$ cat src/rtl/wh_pkg.sv
package wh_pkg;

   typedef enum logic [1:0] {
      FL_RSVD = 2'b00,
      FL_HEAD = 2'b01,
      FL_BODY = 2'b10,
      FL_TAIL = 2'b11
   } flit_kind_e;

   typedef enum logic [1:0] {
      PS_IDLE,
      PS_ROUTE,
      PS_WAIT,
      PS_ACTIVE
   } port_state_e;

endpackage

$ cat src/rtl/wh_flit_fifo.sv
module wh_flit_fifo #(
   parameter int W     = 10,
   parameter int DEPTH = 4
) (
   input  logic         clk,
   input  logic         rst_n,
   input  logic         push,
   input  logic [W-1:0] wdata,
   input  logic         pop,
   output logic [W-1:0] rdata,
   output logic         empty,
   output logic         full
);
   localparam int PTR_W = (DEPTH > 1) ? $clog2(DEPTH) : 1;
   localparam int CNT_W = $clog2(DEPTH + 1);

   logic [W-1:0]     mem [DEPTH];
   logic [PTR_W-1:0] wr_ptr, rd_ptr, wr_nxt, rd_nxt;
   logic [CNT_W-1:0] count;
   logic             do_push, do_pop;

   assign empty   = (count == '0);
   assign full    = (count == CNT_W'(DEPTH));
   assign do_push = push && !full;
   assign do_pop  = pop && !empty;
   assign rdata   = mem[rd_ptr];

   generate
      if ((DEPTH & (DEPTH - 1)) == 0) begin : g_pow2
         assign wr_nxt = wr_ptr + 1'b1;
         assign rd_nxt = rd_ptr + 1'b1;
      end else begin : g_wrap
         assign wr_nxt = (wr_ptr == PTR_W'(DEPTH - 1)) ? '0 : wr_ptr + 1'b1;
         assign rd_nxt = (rd_ptr == PTR_W'(DEPTH - 1)) ? '0 : rd_ptr + 1'b1;
      end
   endgenerate

   always_ff @(posedge clk) begin
      if (do_push) mem[wr_ptr] <= wdata;
   end

   always_ff @(posedge clk or negedge rst_n) begin
      if (!rst_n) begin
         wr_ptr <= '0;
         rd_ptr <= '0;
         count  <= '0;
      end else begin
         if (do_push) wr_ptr <= wr_nxt;
         if (do_pop)  rd_ptr <= rd_nxt;
         case ({do_push, do_pop})
            2'b10:   count <= count + 1'b1;
            2'b01:   count <= count - 1'b1;
            default: count <= count;
         endcase
      end
   end
endmodule

$ cat src/rtl/wh_credit_ctr.sv
module wh_credit_ctr #(
   parameter int CRED_MAX = 4
) (
   input  logic clk,
   input  logic rst_n,
   input  logic take,
   input  logic give,
   output logic avail
);
   localparam int CW = $clog2(CRED_MAX + 1);

   logic [CW-1:0] cnt;

   assign avail = (cnt != '0);

   always_ff @(posedge clk or negedge rst_n) begin
      if (!rst_n) begin
         cnt <= CW'(CRED_MAX);
      end else begin
         case ({take, give})
            2'b10:   cnt <= cnt - 1'b1;
            2'b01:   cnt <= (cnt == CW'(CRED_MAX)) ? cnt : cnt + 1'b1;
            default: cnt <= cnt;
         endcase
      end
   end
endmodule

$ cat src/rtl/wh_port_fsm.sv
module wh_port_fsm
   import wh_pkg::*;
#(
   parameter int PORT_W = 3
) (
   input  logic              clk,
   input  logic              rst_n,
   input  logic              front_valid,
   input  logic [1:0]        front_kind,
   input  logic              rc_valid,
   input  logic [PORT_W-1:0] rc_port,
   input  logic              sw_grant,
   input  logic              credit_ok,
   output logic              rc_req,
   output logic              sw_req,
   output logic [PORT_W-1:0] route,
   output logic              send,
   output logic              drop
);
   port_state_e st;
   logic        is_head, is_tail;

   assign is_head = (flit_kind_e'(front_kind) == FL_HEAD);
   assign is_tail = (flit_kind_e'(front_kind) == FL_TAIL);

   assign rc_req = (st == PS_ROUTE);
   assign sw_req = (st == PS_WAIT);
   assign send   = (st == PS_ACTIVE) && front_valid && credit_ok;
   assign drop   = (st == PS_IDLE) && front_valid && !is_head;

   always_ff @(posedge clk or negedge rst_n) begin
      if (!rst_n) begin
         st    <= PS_IDLE;
         route <= '0;
      end else begin
         case (st)
            PS_IDLE:   if (front_valid && is_head) st <= PS_ROUTE;
            PS_ROUTE:  if (rc_valid) begin
                          route <= rc_port;
                          st    <= PS_WAIT;
                       end
            PS_WAIT:   if (sw_grant) st <= PS_ACTIVE;
            PS_ACTIVE: if (send && is_tail) st <= PS_IDLE;
            default:   st <= PS_IDLE;
         endcase
      end
   end
endmodule

$ cat src/rtl/wh_inport_ctrl.sv
module wh_inport_ctrl #(
   parameter int DATA_W     = 8,
   parameter int NPORTS     = 5,
   parameter int FIFO_DEPTH = 4,
   parameter int CRED_MAX   = 3,
   localparam int PORT_W    = $clog2(NPORTS)
) (
   input  logic              clk,
   input  logic              rst_n,
   input  logic              in_valid,
   input  logic [1:0]        in_type,
   input  logic [DATA_W-1:0] in_data,
   output logic              up_credit,
   output logic              rc_req,
   output logic [DATA_W-1:0] rc_dest,
   input  logic              rc_valid,
   input  logic [PORT_W-1:0] rc_port,
   output logic              sw_req,
   output logic [PORT_W-1:0] sw_port,
   input  logic              sw_grant,
   input  logic              cred_ret,
   output logic              out_valid,
   output logic [1:0]        out_type,
   output logic [DATA_W-1:0] out_data,
   output logic [PORT_W-1:0] out_port
);
   localparam int ENTRY_W = DATA_W + 2;

   generate
      if (NPORTS < 2)     begin : g_bad_ports $error("NPORTS must be at least 2"); end
      if (FIFO_DEPTH < 2) begin : g_bad_depth $error("FIFO_DEPTH must be at least 2"); end
      if (CRED_MAX < 1)   begin : g_bad_cred  $error("CRED_MAX must be at least 1"); end
      if (DATA_W < 1)     begin : g_bad_width $error("DATA_W must be at least 1"); end
   endgenerate

   logic [ENTRY_W-1:0] front;
   logic               empty, full;
   logic               send, drop, credit_ok;
   logic [PORT_W-1:0]  route;

   wh_flit_fifo #(.W(ENTRY_W), .DEPTH(FIFO_DEPTH)) u_fifo (
      .clk   (clk),
      .rst_n (rst_n),
      .push  (in_valid),
      .wdata ({in_type, in_data}),
      .pop   (send | drop),
      .rdata (front),
      .empty (empty),
      .full  (full)
   );

   wh_credit_ctr #(.CRED_MAX(CRED_MAX)) u_cred (
      .clk   (clk),
      .rst_n (rst_n),
      .take  (send),
      .give  (cred_ret),
      .avail (credit_ok)
   );

   wh_port_fsm #(.PORT_W(PORT_W)) u_fsm (
      .clk         (clk),
      .rst_n       (rst_n),
      .front_valid (!empty),
      .front_kind  (front[ENTRY_W-1 -: 2]),
      .rc_valid    (rc_valid),
      .rc_port     (rc_port),
      .sw_grant    (sw_grant),
      .credit_ok   (credit_ok),
      .rc_req      (rc_req),
      .sw_req      (sw_req),
      .route       (route),
      .send        (send),
      .drop        (drop)
   );

   logic unused_full;
   assign unused_full = full;

   assign up_credit = send | drop;
   assign rc_dest   = front[DATA_W-1:0];
   assign sw_port   = route;
   assign out_valid = send;
   assign out_type  = front[ENTRY_W-1 -: 2];
   assign out_data  = front[DATA_W-1:0];
   assign out_port  = route;
endmodule

$ cat config.mk
export PLATFORM = sky130hd
export DESIGN_NAME = wh_inport_ctrl
export DESIGN_NICKNAME = d
export VERILOG_FILES = /design/src/rtl/wh_pkg.sv /design/src/rtl/wh_flit_fifo.sv /design/src/rtl/wh_credit_ctr.sv /design/src/rtl/wh_port_fsm.sv /design/src/rtl/wh_inport_ctrl.sv
export SDC_FILE = /design/constraint.sdc
export NUM_CORES = 1
export LEC_CHECK = 0
export ABC_AREA = 1
export BUFFER_PORTS_ARGS = -buffer_cell sky130_fd_sc_hd__buf_2
export CAP_MARGIN = 10
export CELL_PAD_IN_SITES_DETAIL_PLACEMENT = 1
export CELL_PAD_IN_SITES_GLOBAL_PLACEMENT = 1
export CORE_MARGIN = 2
export CORE_UTILIZATION = 30
export CTS_CLUSTER_DIAMETER = 80
export CTS_CLUSTER_SIZE = 16
export DETAILED_ROUTE_END_ITERATION = 8
export PLACE_DENSITY = 0.64
export REMOVE_ABC_BUFFERS = 1
export SYNTH_ARGS = -nofsm -noshare
export SYNTH_HDL_FRONTEND = slang
export SYNTH_SLANG_ARGS = --single-unit
$ cat constraint.sdc
create_clock -name clk -period 6 [get_ports clk]
set_clock_uncertainty 0.05 [all_clocks]
set_input_delay 1.8 -clock clk [delete_from_list [all_inputs] [get_ports clk]]
set_output_delay 1.8 -clock clk [all_outputs]
set_load 0.01 [all_outputs]
-- Word-level counts from Yosys, hierarchy flattened
Memories as Yosys holds them, arrays and structs flattened.
Index checks and enable logic that the tools add are counted.
Widths: inputs -> output; s select.
- bits in registers: 14
- RAM bits: 40
- input port bits: 19
- output and inout port bits: 28
- logic and storage cells: 59
- memories kept: 1
- memories (memory ; depth ; width ; read ports ; clocked after memory_dff ; write ports ; RTL line ; RTL):
    u_fifo.mem ; 4 ; 10 ; 1 ; 0 ; 1 ; wh_flit_fifo.sv:17 ; logic [W-1:0] mem [DEPTH];
- add/subtract/negate cells: 6
- equal/unequal tests: 16
- mux-type cells: 10
- bitwise operators: 1
- reductions and logical operators: 19
- operators with widths (operator ; number):
    $eq 2x2->1 const B ; 6
    $mux 2 ; 5
    $eq 2x1->1 const B ; 4
    $logic_and 1x1->1 ; 8
    $pmux 2 s4 ; 1
    $add 2x1->2 const B ; 3
    $ne 2x2->1 const B ; 3
    $pmux 3 s2 ; 1
    $reduce_bool 2->1 ; 3
    $ne 2x1->1 const B ; 2
    $pmux 2 s2 ; 1
    $reduce_and 2->1 ; 2
    $reduce_and 4->1 ; 1
    $add 3x1->3 const B ; 1
    $eq 3x3->1 const B ; 1
    $logic_not 1->1 ; 3
    $logic_not 3->1 ; 1
    $sub 3x1->3 const B ; 1
    $logic_not 2->1 ; 1
    $mux 1 ; 2
    $sub 2x1->2 const B ; 1
    $or 1x1->1 ; 1

-- Logic depth before layout (Yosys ltp)
Gate-level depths: netlist of the first run.
- depth after elaboration: 8
- mapped depth: 15

-- By module
A second synthesis of the first run with hierarchy kept.
- cell total of the unflattened synthesis: 250
- area, all modules: 2617.5 µm²
- modules (own cells, without submodules) (module ; instances ; cells an instance ; area an instance (µm²) ; sequential area each (µm²)):
    wh_flit_fifo ; 1 ; 178 ; 2072.0 ; 1376.3
    wh_port_fsm ; 1 ; 37 ; 321.6 ; 125.1
    wh_credit_ctr ; 1 ; 20 ; 126.4 ; 52.6
    wh_inport_ctrl ; 1 ; 15 ; 97.6 ; 0.0

-- Least setup slack after synthesis of the first run
No wires, ideal clock.
- kind: flip-flop to output port
- start: register u_fifo.rd_ptr[0]
- end: output port rc_dest[1]
- data arrival time: 1.322 ns
- required time: 4.150 ns
- slack: 2.828 ns
- cell stages (with the launch flop): 8
- cells stage by stage: dfrtp_1 > buf_6 > inv_4 > buf_8 > buf_2 > nor2_1 > o22ai_1 > buf_4
- longest elaborated chain between the ends: 1
- RTL lines (item ; RTL line ; RTL):
    start: declaration ; wh_flit_fifo.sv:18 ; logic [PTR_W-1:0] wr_ptr, rd_ptr, wr_nxt, rd_nxt;
    start signal: assignment ; wh_flit_fifo.sv:49 ; if (do_pop) rd_ptr <= rd_nxt;
    $mem_v2 4x10 ; - ;
    end: declaration ; wh_inport_ctrl.sv:15 ; output logic [DATA_W-1:0] rc_dest,
No other way between the ends.

-- Final worst setup path of the first run
- start: register u_fifo.rd_ptr[0]
- end: output port up_credit
- longest elaborated chain between the ends: 5
- RTL lines (item ; RTL line ; RTL):
    $mem_v2 4x10 ; - ;
    $eq 2x1->1 ; wh_port_fsm.sv:23 ; assign is_head = (flit_kind_e'(front_kind) == FL_HEAD);
    $logic_not 1->1 ; wh_port_fsm.sv:29 ; assign drop = (st == PS_IDLE) && front_valid && !is_head;
    $logic_and 1x1->1 ; wh_port_fsm.sv:29 ;
    $or 1x1->1 ; wh_inport_ctrl.sv:79 ; assign up_credit = send | drop;
    end: declaration ; wh_inport_ctrl.sv:13 ; output logic up_credit,
No other way between the ends.

==> impl_metrics.json, run 1 <==
{
  "run_status": "finished, final reports clean",
  "worst_hold_path_type": "flop to flop",
  "largest_stage_delay_on_the_critical_path_ns": 0.96,
  "cts_made_buffers": 5,
  "postSynth.topFlopCell": "sky130_fd_sc_hd__edfxtp_1",
  "place_worst_setup_slack_ns": 2.23,
  "clock_power_share_pct": 13.5,
  "numClockSinks": 54,
  "start_to_end_type_of_the_worst_setup_path": "flop to output pin",
  "max-vdd-ir-drop_mv": 0.122,
  "synth_enable_flop_cells": 40,
  "drc": 0,
  "syn-cell-area_um2": 2570,
  "routed_wirelength_um": 4960,
  "postCtsResizedCells": 0,
  "final_min_period_over_clock_period_pct": 68.1,
  "global_route.usage.total_pct": 11.4,
  "number_of_antenna_violations_at_the_first_check_in_global_routing": 0,
  "route.vias.total": 1609,
  "asyncSetResetFlopFracSynth_pct": 25.9,
  "maximum_number_of_pins_on_one_net_before_global_route_repair": 26,
  "dieHeight_um": 96.6,
  "h-tree-depth": 2,
  "combPwrFrac_pct": 46.6,
  "standard_cell_with_the_maximum_stage_delay_on_the_critical_path": "sky130_fd_sc_hd__dfrtp_1",
  "clk_root_buffer_cell": "sky130_fd_sc_hd__clkbuf_8",
  "n_fill_cell": 946,
  "multi_input_area_um2": 782,
  "route.antenna.remaining_nets": 0,
  "worstPathBufferInverterCount": 2,
  "sequentialPowerShare_pct": 39.9,
  "synth_sequential_area_ratio_pct": 60.5,
  "drt_pre_antenna_iters": 4,
  "clock_tree_from_tritoncts": "built",
  "rows": 33,
  "hpwlAfterDp_um": 3550,
  "die_w_um": 96.6,
  "initialDrtViolationCount": 85,
  "slew_viol_final": 0,
  "routed_via_density": 4.44,
  "startpoint_type_of_the_worst_setup_path": "flop",
  "ctsLongestPathBuffers": 2,
  "slew_headroom_pct": 30.6,
  "finish.cell_count_without_fillers": 362,
  "setup-tns-final_ns": 0,
  "insertion_delay_ns": 0.30,
  "yosysTopAreaCellShare_pct": 46.7,
  "floorplan.die_area_um2": 9320,
  "ys_types": 29,
  "clk_transition_reported_paths_ns": 0.10,
  "routedWlPerCell_um": 13.7,
  "starting_density_pct": 31.1,
  "cellInternalPower_mw": 0.863,
  "grt_pass1_vias": 1576,
  "global_route_wire_length_before_repair_um": 7860,
  "finish.net_count": 286,
  "critical_path.cell_chain": "inv_4 -> nand2_1 -> nand3_1 -> nand2_2 -> nand2_2 -> nand3_2 -> nand2_1 -> buf_2",
  "worst-endpoint-required_ns": 4.15,
  "fmax_ghz": 0.245,
  "antenna_cell_count": 0,
  "ioPinCount": 47,
  "syn_inst": 221,
  "final_util_pct": 35.0,
  "post-route-worst-setup-slack_ns": 1.91,
  "final-seq-area_um2": 1550,
  "numPlacedInstances": 354,
  "cell_family_with_most_cp_delay": "flip-flops",
  "pwr_density_cell_nw_per_um2": 521,
  "cts_setup_buffers": 0,
  "synthesis.yosys.warnings": 0,
  "minimum_clock_period_after_layout_ns": 4.09,
  "critPathMaxFanout": 25,
  "placeableCoreArea_um2": 8260,
  "synth_most_common_cell": "sky130_fd_sc_hd__edfxtp_1",
  "synth.area.top_cells": "sky130_fd_sc_hd__edfxtp_1 47%, sky130_fd_sc_hd__dfrtp_1 12%, sky130_fd_sc_hd__ha_1 4.9%",
  "number_of_violations_of_the_max_capacitance_limit": 0,
  "final_setup_violation_count": 0,
  "cp.arrival_ns": 2.24,
  "synth_largest_area_cell": "sky130_fd_sc_hd__edfxtp_1",
  "global_route.overflow_total": 0,
  "synth.ff_latch_count": 54,
  "switching_share_pct": 42.6,
  "hold_buffers": 0,
  "power_leakage_nw": 1.21,
  "final_layout_size_suffix_gt1_share_pct": 32.7,
  "place_congestion": 0.740,
  "avgSynthCellArea_um2": 11.6,
  "power_switching_mw": 0.641,
  "tightest_slew_ns": 1.04,
  "crit_path_end_kind": "output pin",
  "timing.final.hold_violations": 0,
  "rsz_0062_raised_after_global_routing": "no",
  "port_buffers": 46,
  "area.growth.synth_to_final_pct": 12.3,
  "commonest_cells_in_the_synthesized_netlist": "40 x sky130_fd_sc_hd__edfxtp_1, 23 x sky130_fd_sc_hd__nor2_1, 22 x sky130_fd_sc_hd__nand2_1"
}
## state kept, by name, summed over array words and instances (netlist names)
signal         flops
u_fifo.mem        40
u_fifo.count       3
u_fsm.route        3
u_cred.cnt         2
u_fifo.rd_ptr      2
u_fifo.wr_ptr      2
u_fsm.st           2
## cell type report
class,instances,area share [%]
inverters,26,3.47
clock inverters,3,0.694
flip-flops and latches,54,53.8
multi-input cells,123,27.1
repair buffers,46,7.98
clock buffers,5,2.38
well taps,105,4.55
## power groups by stage
stage / clock (mW) / combinational, mW / sequential [mW]
CTS: 0.210 / 0.719 / 0.601
detailed placement: 0 / 0.717 / 0.609
finish: 0.203 / 0.701 / 0.599
global placement: 0 / 0.697 / 0.606
global route: 0.225 / 0.794 / 0.614
floorplan: 0 / 0.468 / 0.594
## worst paths after layout
path	start	to	slack, ns	cells past startpoint
max reg2reg	u_fifo.rd_ptr[0]$_DFFE_PN0P_	u_fifo.count[2]$_DFFE_PN0P_	3.15	13
min in group asynchronous	rst_n	u_fsm.st[1]$_DFFE_PN0P_	1.33	1
max in group asynchronous	rst_n	u_cred.cnt[1]$_DFFE_PN1P_	4.27	1
min reg2reg	u_cred.cnt[1]$_DFFE_PN1P_	u_cred.cnt[1]$_DFFE_PN1P_	0.48	2
max	u_fifo.rd_ptr[0]$_DFFE_PN0P_	up_credit	1.91	8
min	u_cred.cnt[1]$_DFFE_PN1P_	u_cred.cnt[1]$_DFFE_PN1P_	0.48	2
## worst reg2reg max path: stages (launching register included)
cell	delay, ns
sky130_fd_sc_hd__dfrtp_1	0.74
sky130_fd_sc_hd__inv_4	0.38
sky130_fd_sc_hd__nand2_1	0.09
sky130_fd_sc_hd__nand3_1	0.09
sky130_fd_sc_hd__nand2_2	0.11
sky130_fd_sc_hd__nand2_2	0.08
sky130_fd_sc_hd__nand3_2	0.08
sky130_fd_sc_hd__nand2_4	0.11
sky130_fd_sc_hd__ha_1	0.15
sky130_fd_sc_hd__inv_1	0.07
sky130_fd_sc_hd__fa_1	0.38
sky130_fd_sc_hd__a21oi_1	0.16
sky130_fd_sc_hd__o21ai_0	0.12
sky130_fd_sc_hd__xor2_1	0.15
## logic make-up after synthesis
group | count (synthesis) | synth area share (%)
xor+xnor | 4 | 1.66
buf+inv | 44 | 9.10
simple gates | 71 | 14.1
fa+ha+maj | 11 | 5.65
flops | 54 | 60.5
mux | 3 | 1.31
compound gates | 34 | 7.69
## metrics by stage
stage / hold WS [ns] / power (mW) / instance area, um^2
2_1_floorplan: 0.438 / 1.06 / 2440
3_3_place_gp: 0.453 / 1.30 / 2800
3_5_place_dp: 0.465 / 1.33 / 2800
4_1_cts: 0.482 / 1.53 / 2890
5_1_grt: 0.504 / 1.63 / 2890
6_report: 0.478 / 1.50 / 2890
## routing by layer
metal  share of wire [%]  global-route usage [%]
met3                 3.1                    2.56
met4                 1.6                    4.93
met5                   0                       0
met2                  48                    17.8
met1                  48                    15.2
## placed cells by master (no fill, tap or decap)
cell type,n
sky130_fd_sc_hd__inv_2,4
sky130_fd_sc_hd__clkinvlp_4,1
sky130_fd_sc_hd__nand3_2,6
sky130_fd_sc_hd__fa_1,1
sky130_fd_sc_hd__ha_1,10
sky130_fd_sc_hd__o22ai_1,9
sky130_fd_sc_hd__dfrtp_1,12
sky130_fd_sc_hd__nand2_1,22
sky130_fd_sc_hd__nor2_4,1
sky130_fd_sc_hd__or2_2,1
sky130_fd_sc_hd__clkinv_1,1
sky130_fd_sc_hd__clkbuf_8,5
sky130_fd_sc_hd__mux2_2,3
sky130_fd_sc_hd__a21oi_1,3
sky130_fd_sc_hd__xnor2_1,1
sky130_fd_sc_hd__xor2_1,2
sky130_fd_sc_hd__nand3_1,5
sky130_fd_sc_hd__o31ai_4,1
sky130_fd_sc_hd__edfxtp_1,40
sky130_fd_sc_hd__inv_1,21
sky130_fd_sc_hd__nand2_4,2
sky130_fd_sc_hd__inv_4,1
sky130_fd_sc_hd__nand4_1,2
sky130_fd_sc_hd__buf_2,46
sky130_fd_sc_hd__nor2_1,23
sky130_fd_sc_hd__nand2_2,9
sky130_fd_sc_hd__xor2_2,1
sky130_fd_sc_hd__inv_6,1
sky130_fd_sc_hd__dfstp_2,2
sky130_fd_sc_hd__o21ai_0,21
Power figures use the tool's default switching activity.
==> run 2: changes to the inputs <==
--- a/config.mk
+++ b/config.mk
@@ -5,7 +5,7 @@
 export SDC_FILE = /design/constraint.sdc
 export NUM_CORES = 1
 export LEC_CHECK = 0
-export ABC_AREA = 1
+export ABC_AREA = 0
 export BUFFER_PORTS_ARGS = -buffer_cell sky130_fd_sc_hd__buf_2
 export CAP_MARGIN = 10
 export CELL_PAD_IN_SITES_DETAIL_PLACEMENT = 1
@@ -15,7 +15,7 @@
 export CTS_CLUSTER_DIAMETER = 80
 export CTS_CLUSTER_SIZE = 16
 export DETAILED_ROUTE_END_ITERATION = 8
-export PLACE_DENSITY = 0.64
+export PLACE_DENSITY = 0.62
 export REMOVE_ABC_BUFFERS = 1
 export SYNTH_ARGS = -nofsm -noshare
 export SYNTH_HDL_FRONTEND = slang
==> constraint.sdc (replaced) <==
create_clock -name clk -period 3.9 [get_ports clk]
set_clock_uncertainty 0.05 [all_clocks]
set_input_delay 1.17 -clock clk [delete_from_list [all_inputs] [get_ports clk]]
set_output_delay 1.17 -clock clk [all_outputs]
set_load 0.01 [all_outputs]
==> run 2 against run 1 <==
Net effect:
- non-clock buffer count is 1 higher
- clock power is 65% higher
- die area is 6.4% lower
- core utilization is 0.89 points higher
==> impl_metrics.json, run 2 <==
{
  "hold_buffers": 0,
  "global_route.overflow_total": 0,
  "drc": 0,
  "slew_headroom_pct": 58.4,
  "ioPinCount": 47,
  "dpl-instance-area_um2": 2670,
  "start_to_end_type_of_the_worst_setup_path": "flop to output pin",
  "worst-endpoint-required_ns": 2.68,
  "synth_sequential_area_ratio_pct": 64.8,
  "startpoint_type_of_the_worst_setup_path": "flop",
  "tightest_slew_ns": 0.622,
  "hpwlAfterDp_um": 3150,
  "switching_share_pct": 37.4,
  "final_min_period_over_clock_period_pct": 83.7,
  "routed_wirelength_um": 4330,
  "synth.area.top_cells": "sky130_fd_sc_hd__edfxtp_1 50%, sky130_fd_sc_hd__dfrtp_1 13%, sky130_fd_sc_hd__mux4_2 9.4%",
  "cts_made_buffers": 5,
  "number_of_antenna_violations_at_the_first_check_in_global_routing": 0,
  "setup-tns-final_ns": 0,
  "critPathMaxFanout": 8,
  "largestRegisters": "u_fifo.mem: 40 flops, u_fifo.count: 3 flops, u_fsm.route: 3 flops",
  "final_util_pct": 35.8,
  "numPlacedInstances": 285,
  "largest_reg_flops": 40,
  "power_switching_mw": 0.813,
  "final_setup_violation_count": 0,
  "asyncSetResetFlopFracSynth_pct": 25.9,
  "postCtsResizedCells": 0,
  "area.growth.synth_to_final_pct": 15.6,
  "cellInternalPower_mw": 1.36,
  "global_route_wire_length_before_repair_um": 6890,
  "initialDrtViolationCount": 35,
  "die_w_um": 93.4,
  "slew_viol_final": 0,
  "synth_most_common_cell": "sky130_fd_sc_hd__edfxtp_1",
  "run_status": "finished, final reports clean",
  "finish.net_count": 220,
  "synth.ff_latch_count": 54,
  "place_worst_setup_slack_ns": 0.934,
  "syn_inst": 149,
  "h-tree-depth": 2,
  "totalPowerFinal_mw": 2.17,
  "final_layout_size_suffix_gt1_share_pct": 37.2,
  "global_route.usage.total_pct": 10.6,
  "maximum_number_of_pins_on_one_net_before_global_route_repair": 20,
  "final_area_um2": 2770,
  "routedWlPerCell_um": 14.8,
  "clock_tree_from_tritoncts": "built",
  "sequentialPowerShare_pct": 42.3,
  "combPwrFrac_pct": 42.3,
  "route.vias.total": 1322,
  "clock_power_share_pct": 15.4,
  "power_leakage_nw": 1.09,
  "synth_enable_flop_cells": 40,
  "drt_pre_antenna_iters": 4,
  "cts_setup_buffers": 0,
  "dieHeight_um": 93.4,
  "hold_slack_ns": 0.476,
  "port_buffers": 46,
  "commonest_cells_in_the_synthesized_netlist": "40 x sky130_fd_sc_hd__edfxtp_1, 14 x sky130_fd_sc_hd__inv_1, 12 x sky130_fd_sc_hd__dfrtp_1",
  "placeableCoreArea_um2": 7730,
  "routed_via_density": 4.51,
  "floorplan.die_area_um2": 8720,
  "crit_path_end_kind": "output pin",
  "rows": 32,
  "most_frequent_standard_cell_in_the_layout_excluding_fill_and_tap_cells": "sky130_fd_sc_hd__buf_2",
  "avgSynthCellArea_um2": 16.1,
  "top_register": "u_fifo.mem",
  "numClockSinks": 54,
  "route.antenna.remaining_nets": 0,
  "grt_pass1_vias": 1388,
  "postSynth.topFlopCell": "sky130_fd_sc_hd__edfxtp_1",
  "cp.arrival_ns": 2.05,
  "starting_density_pct": 31.0,
  "insertion_delay_ns": 0.31,
  "minimum_clock_period_after_layout_ns": 3.27,
  "finish.cell_count_without_fillers": 293,
  "ctsLongestPathBuffers": 2,
  "fmax_ghz": 0.306,
  "timing.final.hold_violations": 0,
  "ys_types": 33,
  "max-vdd-ir-drop_mv": 0.282,
  "place_congestion": 0.691,
  "synthesis.yosys.warnings": 0,
  "clk_root_buffer_cell": "sky130_fd_sc_hd__clkbuf_8",
  "post-route-worst-setup-slack_ns": 0.635,
  "yosysTopAreaCellShare_pct": 50.1,
  "antenna_cell_count": 0,
  "pwr_density_cell_nw_per_um2": 785,
  "final_cell_mix": "46 x sky130_fd_sc_hd__buf_2, 40 x sky130_fd_sc_hd__edfxtp_1, 14 x sky130_fd_sc_hd__inv_1",
  "number_of_violations_of_the_max_capacitance_limit": 0,
  "clk_transition_reported_paths_ns": 0.10,
  "syn-cell-area_um2": 2400,
  "rsz_0062_raised_after_global_routing": "no",
  "synth_largest_area_cell": "sky130_fd_sc_hd__edfxtp_1",
  "worst_hold_path_type": "flop to flop"
}
-- run 2: cell count changes in the layout (fill, tap and decap cells not counted), moves of 4 or more --
cell,previous run,this run
sky130_fd_sc_hd__and2_1,0,4
sky130_fd_sc_hd__nor2_1,23,3
sky130_fd_sc_hd__nand2_2,9,0
sky130_fd_sc_hd__mux4_2,0,10
sky130_fd_sc_hd__nand2_1,22,3
sky130_fd_sc_hd__o21ai_0,21,7
sky130_fd_sc_hd__nand3_1,5,0
sky130_fd_sc_hd__inv_1,21,14
sky130_fd_sc_hd__inv_2,4,0
sky130_fd_sc_hd__o22ai_1,9,1
sky130_fd_sc_hd__nand3_2,6,0
-- run 2: layout make-up --
cell class | count | area (um^2)
clock inverter | 3 | 28.8
sequential | 54 | 1550
clock buffer | 5 | 68.8
fill | 812 | 4960
tap | 102 | 128
timing repair buffer | 47 | 238
inverter | 14 | 52.6
multi-input combinational | 68 | 701
-- run 2: critical path, cell delays in order (launching register included) --
cell	delay, ns
sky130_fd_sc_hd__dfrtp_1	0.57
sky130_fd_sc_hd__mux4_2	0.60
sky130_fd_sc_hd__and2b_1	0.21
sky130_fd_sc_hd__o21ai_0	0.17
sky130_fd_sc_hd__buf_2	0.16
-- run 2: worst paths after layout --
path / startpoint / end / slack [ns] / cells after the start
min in group asynchronous: rst_n / u_fsm.st[0]$_DFFE_PN0P_ / 0.69 / 1
max in group asynchronous: rst_n / u_cred.cnt[1]$_DFFE_PN1P_ / 2.81 / 1
max: u_fifo.rd_ptr[0]$_DFFE_PN0P_ / up_credit / 0.63 / 4
min: u_cred.cnt[0]$_DFFE_PN1P_ / u_cred.cnt[1]$_DFFE_PN1P_ / 0.48 / 2
max reg2reg: u_fifo.rd_ptr[0]$_DFFE_PN0P_ / u_fifo.count[2]$_DFFE_PN0P_ / 0.94 / 9
min reg2reg: u_cred.cnt[0]$_DFFE_PN1P_ / u_cred.cnt[1]$_DFFE_PN1P_ / 0.48 / 2
-- run 2: routing by layer --
metal	part of all wire, %	vias up	wire (um)	track usage, %
met5	0	-	0	0
met4	1.2	0	52	2.94
met3	7.5	7	326	3.55
met2	46	49	2000	17.2
met1	45	651	1950	13.7
li1	-	615	-	-
-- run 2: kinds of logic (layout without fill, tap and decap cells) --
| kind of cell | Yosys count | count (layout) | share of synthesized area [%] |
|---|---|---|---|
| buffers and inverters | 27 | 69 | 5.95 |
| multiplexers | 15 | 15 | 11.7 |
| XOR/XNOR | 6 | 6 | 2.19 |
| AO/OA/AOI/OAI | 18 | 18 | 5.01 |
| adder cells (fa/ha/maj) | 11 | 11 | 6.05 |
| flip-flops | 54 | 54 | 64.8 |
| AND/OR/NAND/NOR | 18 | 18 | 4.28 |
-- run 2: power by group through the flow --
stage	registers (mW)	logic [mW]	clock network, mW
2_1_floorplan	0.929	0.599	0
3_3_place_gp	0.929	0.925	0
3_5_place_dp	0.936	0.941	0
4_1_cts	0.924	0.943	0.350
5_1_grt	0.945	1.03	0.368
6_report	0.920	0.919	0.335
==> run 3: changes to the inputs <==
--- a/config.mk
+++ b/config.mk
@@ -5,7 +5,7 @@
 export SDC_FILE = /design/constraint.sdc
 export NUM_CORES = 1
 export LEC_CHECK = 0
-export ABC_AREA = 0
+export ABC_AREA = 1
 export BUFFER_PORTS_ARGS = -buffer_cell sky130_fd_sc_hd__buf_2
 export CAP_MARGIN = 10
 export CELL_PAD_IN_SITES_DETAIL_PLACEMENT = 1
@@ -15,7 +15,7 @@
 export CTS_CLUSTER_DIAMETER = 80
 export CTS_CLUSTER_SIZE = 16
 export DETAILED_ROUTE_END_ITERATION = 8
-export PLACE_DENSITY = 0.62
+export PLACE_DENSITY = 0.66
 export REMOVE_ABC_BUFFERS = 1
 export SYNTH_ARGS = -nofsm -noshare
 export SYNTH_HDL_FRONTEND = slang
==> constraint.sdc (replaced) <==
create_clock -name clk -period 2.7 [get_ports clk]
set_clock_uncertainty 0.05 [all_clocks]
set_input_delay 0.81 -clock clk [delete_from_list [all_inputs] [get_ports clk]]
set_output_delay 0.81 -clock clk [all_outputs]
set_load 0.01 [all_outputs]
==> run 3 against run 2 <==
Net effect:
- global-route usage increased by 1.6 points
- critical path depth increased by 3
- first-iteration DRC count increased to 2.9 times the previous value
- clock-buffer cell count unchanged
- wire length increased by 21%
- combinational power increased by 86%
- non-clock buffer count increased by 6
- total power increased by 62%
- via count increased by 27%
- die area increased by 6.9%
- critical endpoint unchanged
==> impl_metrics.json, run 3 (synthesis results as in run 1) <==
{
  "cts_made_buffers": 5,
  "max-vdd-ir-drop_mv": 0.341,
  "crit_path_end_kind": "output pin",
  "port_buffers": 46,
  "global_route.overflow_total": 0,
  "hpwlAfterDp_um": 3790,
  "worstPathBufferInverterCount": 2,
  "maximum_number_of_pins_on_one_net_before_global_route_repair": 22,
  "insertion_delay_ns": 0.30,
  "timing.final.hold_violations": 0,
  "worst_r2r_endpoint": "u_fifo.count[2]$_DFFE_PN0P_",
  "cell_family_with_most_cp_delay": "simple AND/OR/NAND/NOR gates",
  "placeableCoreArea_um2": 8260,
  "final_layout_size_suffix_gt1_share_pct": 34.8,
  "h-tree-depth": 2,
  "cp_common_cell": "sky130_fd_sc_hd__nand2_2",
  "worst_hold_path_type": "input port to async pin",
  "ff2ff_path_depth": 13,
  "clock_power_share_pct": 15.7,
  "slew_viol_final": 0,
  "routedWlPerCell_um": 14.2,
  "top_register": "u_fifo.mem",
  "largest_reg_flops": 40,
  "initialDrtViolationCount": 100,
  "rows": 33,
  "run_status": "finished, final reports clean",
  "rsz_0062_raised_after_global_routing": "no",
  "power_switching_mw": 1.45,
  "ioPinCount": 47,
  "number_of_antenna_violations_at_the_first_check_in_global_routing": 0,
  "setup-tns-final_ns": 0,
  "grt_pass1_vias": 1712,
  "drt_pre_antenna_iters": 4,
  "ctsLongestPathBuffers": 2,
  "clock_tree_from_tritoncts": "built",
  "combPwrFrac_pct": 48.6,
  "cp.arrival_ns": 1.62,
  "floorplan.die_area_um2": 9320,
  "tightest_slew_ns": 0.404,
  "hold_buffers": 0,
  "critical_path.cell_chain": "inv_1 -> nand3_1 -> nand2_2 -> nand2_2 -> nand3_2 -> nand2_1 -> buf_2",
  "final_min_period_over_clock_period_pct": 91.7,
  "route.vias.total": 1679,
  "finish.net_count": 293,
  "n_fill_cell": 946,
  "fmax_ghz": 0.404,
  "start_to_end_type_of_the_worst_setup_path": "flop to output pin",
  "number_of_violations_of_the_max_capacitance_limit": 0,
  "hold_slack_ns": 0.346,
  "die_w_um": 96.6,
  "critPathMaxFanout": 12,
  "largestRegisters": "u_fifo.mem: 40 flops, u_fifo.count: 3 flops, u_fsm.route: 3 flops",
  "totalPowerFinal_mw": 3.52,
  "startpoint_type_of_the_worst_setup_path": "flop",
  "place_congestion": 0.746,
  "switching_share_pct": 41.3,
  "pwr_density_cell_nw_per_um2": 1190,
  "cts_setup_buffers": 0,
  "route.antenna.remaining_nets": 0,
  "clk_root_buffer_cell": "sky130_fd_sc_hd__clkbuf_8",
  "global_route.usage.total_pct": 12.2,
  "dieHeight_um": 96.6,
  "final_area_um2": 2970,
  "largest_stage_delay_on_the_critical_path_ns": 0.39,
  "final_cell_mix": "46 x sky130_fd_sc_hd__buf_2, 40 x sky130_fd_sc_hd__edfxtp_1, 23 x sky130_fd_sc_hd__nor2_1",
  "final_setup_violation_count": 0,
  "worst-endpoint-required_ns": 1.84,
  "drc": 0,
  "routed_wirelength_um": 5220,
  "clk_transition_reported_paths_ns": 0.10,
  "minimum_clock_period_after_layout_ns": 2.48,
  "routed_via_density": 4.55,
  "most_frequent_standard_cell_in_the_layout_excluding_fill_and_tap_cells": "sky130_fd_sc_hd__buf_2",
  "numClockSinks": 54,
  "standard_cell_with_the_maximum_stage_delay_on_the_critical_path": "sky130_fd_sc_hd__dfrtp_1",
  "cellInternalPower_mw": 2.07,
  "reg2reg_slack_ns": 0.37,
  "sequentialPowerShare_pct": 35.7,
  "power_leakage_nw": 1.26,
  "global_route_wire_length_before_repair_um": 8540,
  "starting_density_pct": 31.1,
  "antenna_cell_count": 0,
  "dpl-instance-area_um2": 2850,
  "postCtsResizedCells": 0,
  "worst_r2r_startpoint": "u_fifo.rd_ptr[0]$_DFFE_PN0P_",
  "area.growth.synth_to_final_pct": 15.4,
  "slew_headroom_pct": 73.0
}
## run 3: cell count changes in the layout (fill, tap and decap cells not counted), sizes merged, moves of 4 or more
cell	previous run	this run
o21ai	7	21
inv	16	27
mux4	10	0
nand3	0	11
and2	4	0
nand2	3	33
nor2	3	24
o22ai	1	9
buf	47	53
## run 3: power groups by stage
stage                     logic, mW  clock network (mW)  registers, mW
final                          1.71               0.551           1.26
after global routing           1.93               0.609           1.28
after CTS                      1.76               0.578           1.26
after global placement         1.69                   0           1.27
after detailed placement       1.75                   0           1.28
after floorplan                1.04                   0           1.32
## run 3: how the worst max path moves through the flow
stage / end / slack (ns) / depth (start not counted) / from
2_1_floorplan: u_fifo.count[2]$_DFFE_PN0P_ / 0.25 / 13 / u_fifo.rd_ptr[0]$_DFFE_PN0P_
4_1_cts: up_credit / 0.15 / 7 / u_fifo.rd_ptr[1]$_DFFE_PN0P_
6_report: up_credit / 0.22 / 7 / u_fifo.rd_ptr[1]$_DFFE_PN0P_
5_1_grt: up_credit / 0.04 / 7 / u_fifo.rd_ptr[1]$_DFFE_PN0P_
3_5_place_dp: u_fifo.count[2]$_DFFE_PN0P_ / 0.36 / 13 / u_fifo.rd_ptr[0]$_DFFE_PN0P_
3_3_place_gp: u_fifo.count[2]$_DFFE_PN0P_ / 0.43 / 13 / u_fifo.rd_ptr[0]$_DFFE_PN0P_
## run 3: layer usage
metal | vias to the layer above | GRT usage (%) | wire length (um)
met2 | 18 | 21.6 | 2730
met5 | - | 0 | 0
met3 | 5 | 2.56 | 110
met4 | 0 | 3.87 | 68
li1 | 809 | - | -
met1 | 847 | 14.9 | 2320
## run 3: final cells by class
class	instances	area, um^2	area share (%)
multi-input cells	123	782	26.4
clock inverters	3	47.5	1.60
inverters	26	100	3.37
well taps	105	131	4.43
clock buffers	5	68.8	2.32
flip-flops and latches	54	1550	52.4
repair buffers	53	283	9.53
## run 3: metrics by stage
step / util [%] / cells / setup slack [ns]
4_1_cts: 35.9 / 369 / 0.152
3_5_place_dp: 34.5 / 361 / 0.363
2_1_floorplan: - / 203 / 0.249
3_3_place_gp: 34.5 / 361 / 0.435
6_report: 35.9 / 369 / 0.223
5_1_grt: 35.9 / 369 / 0.0387
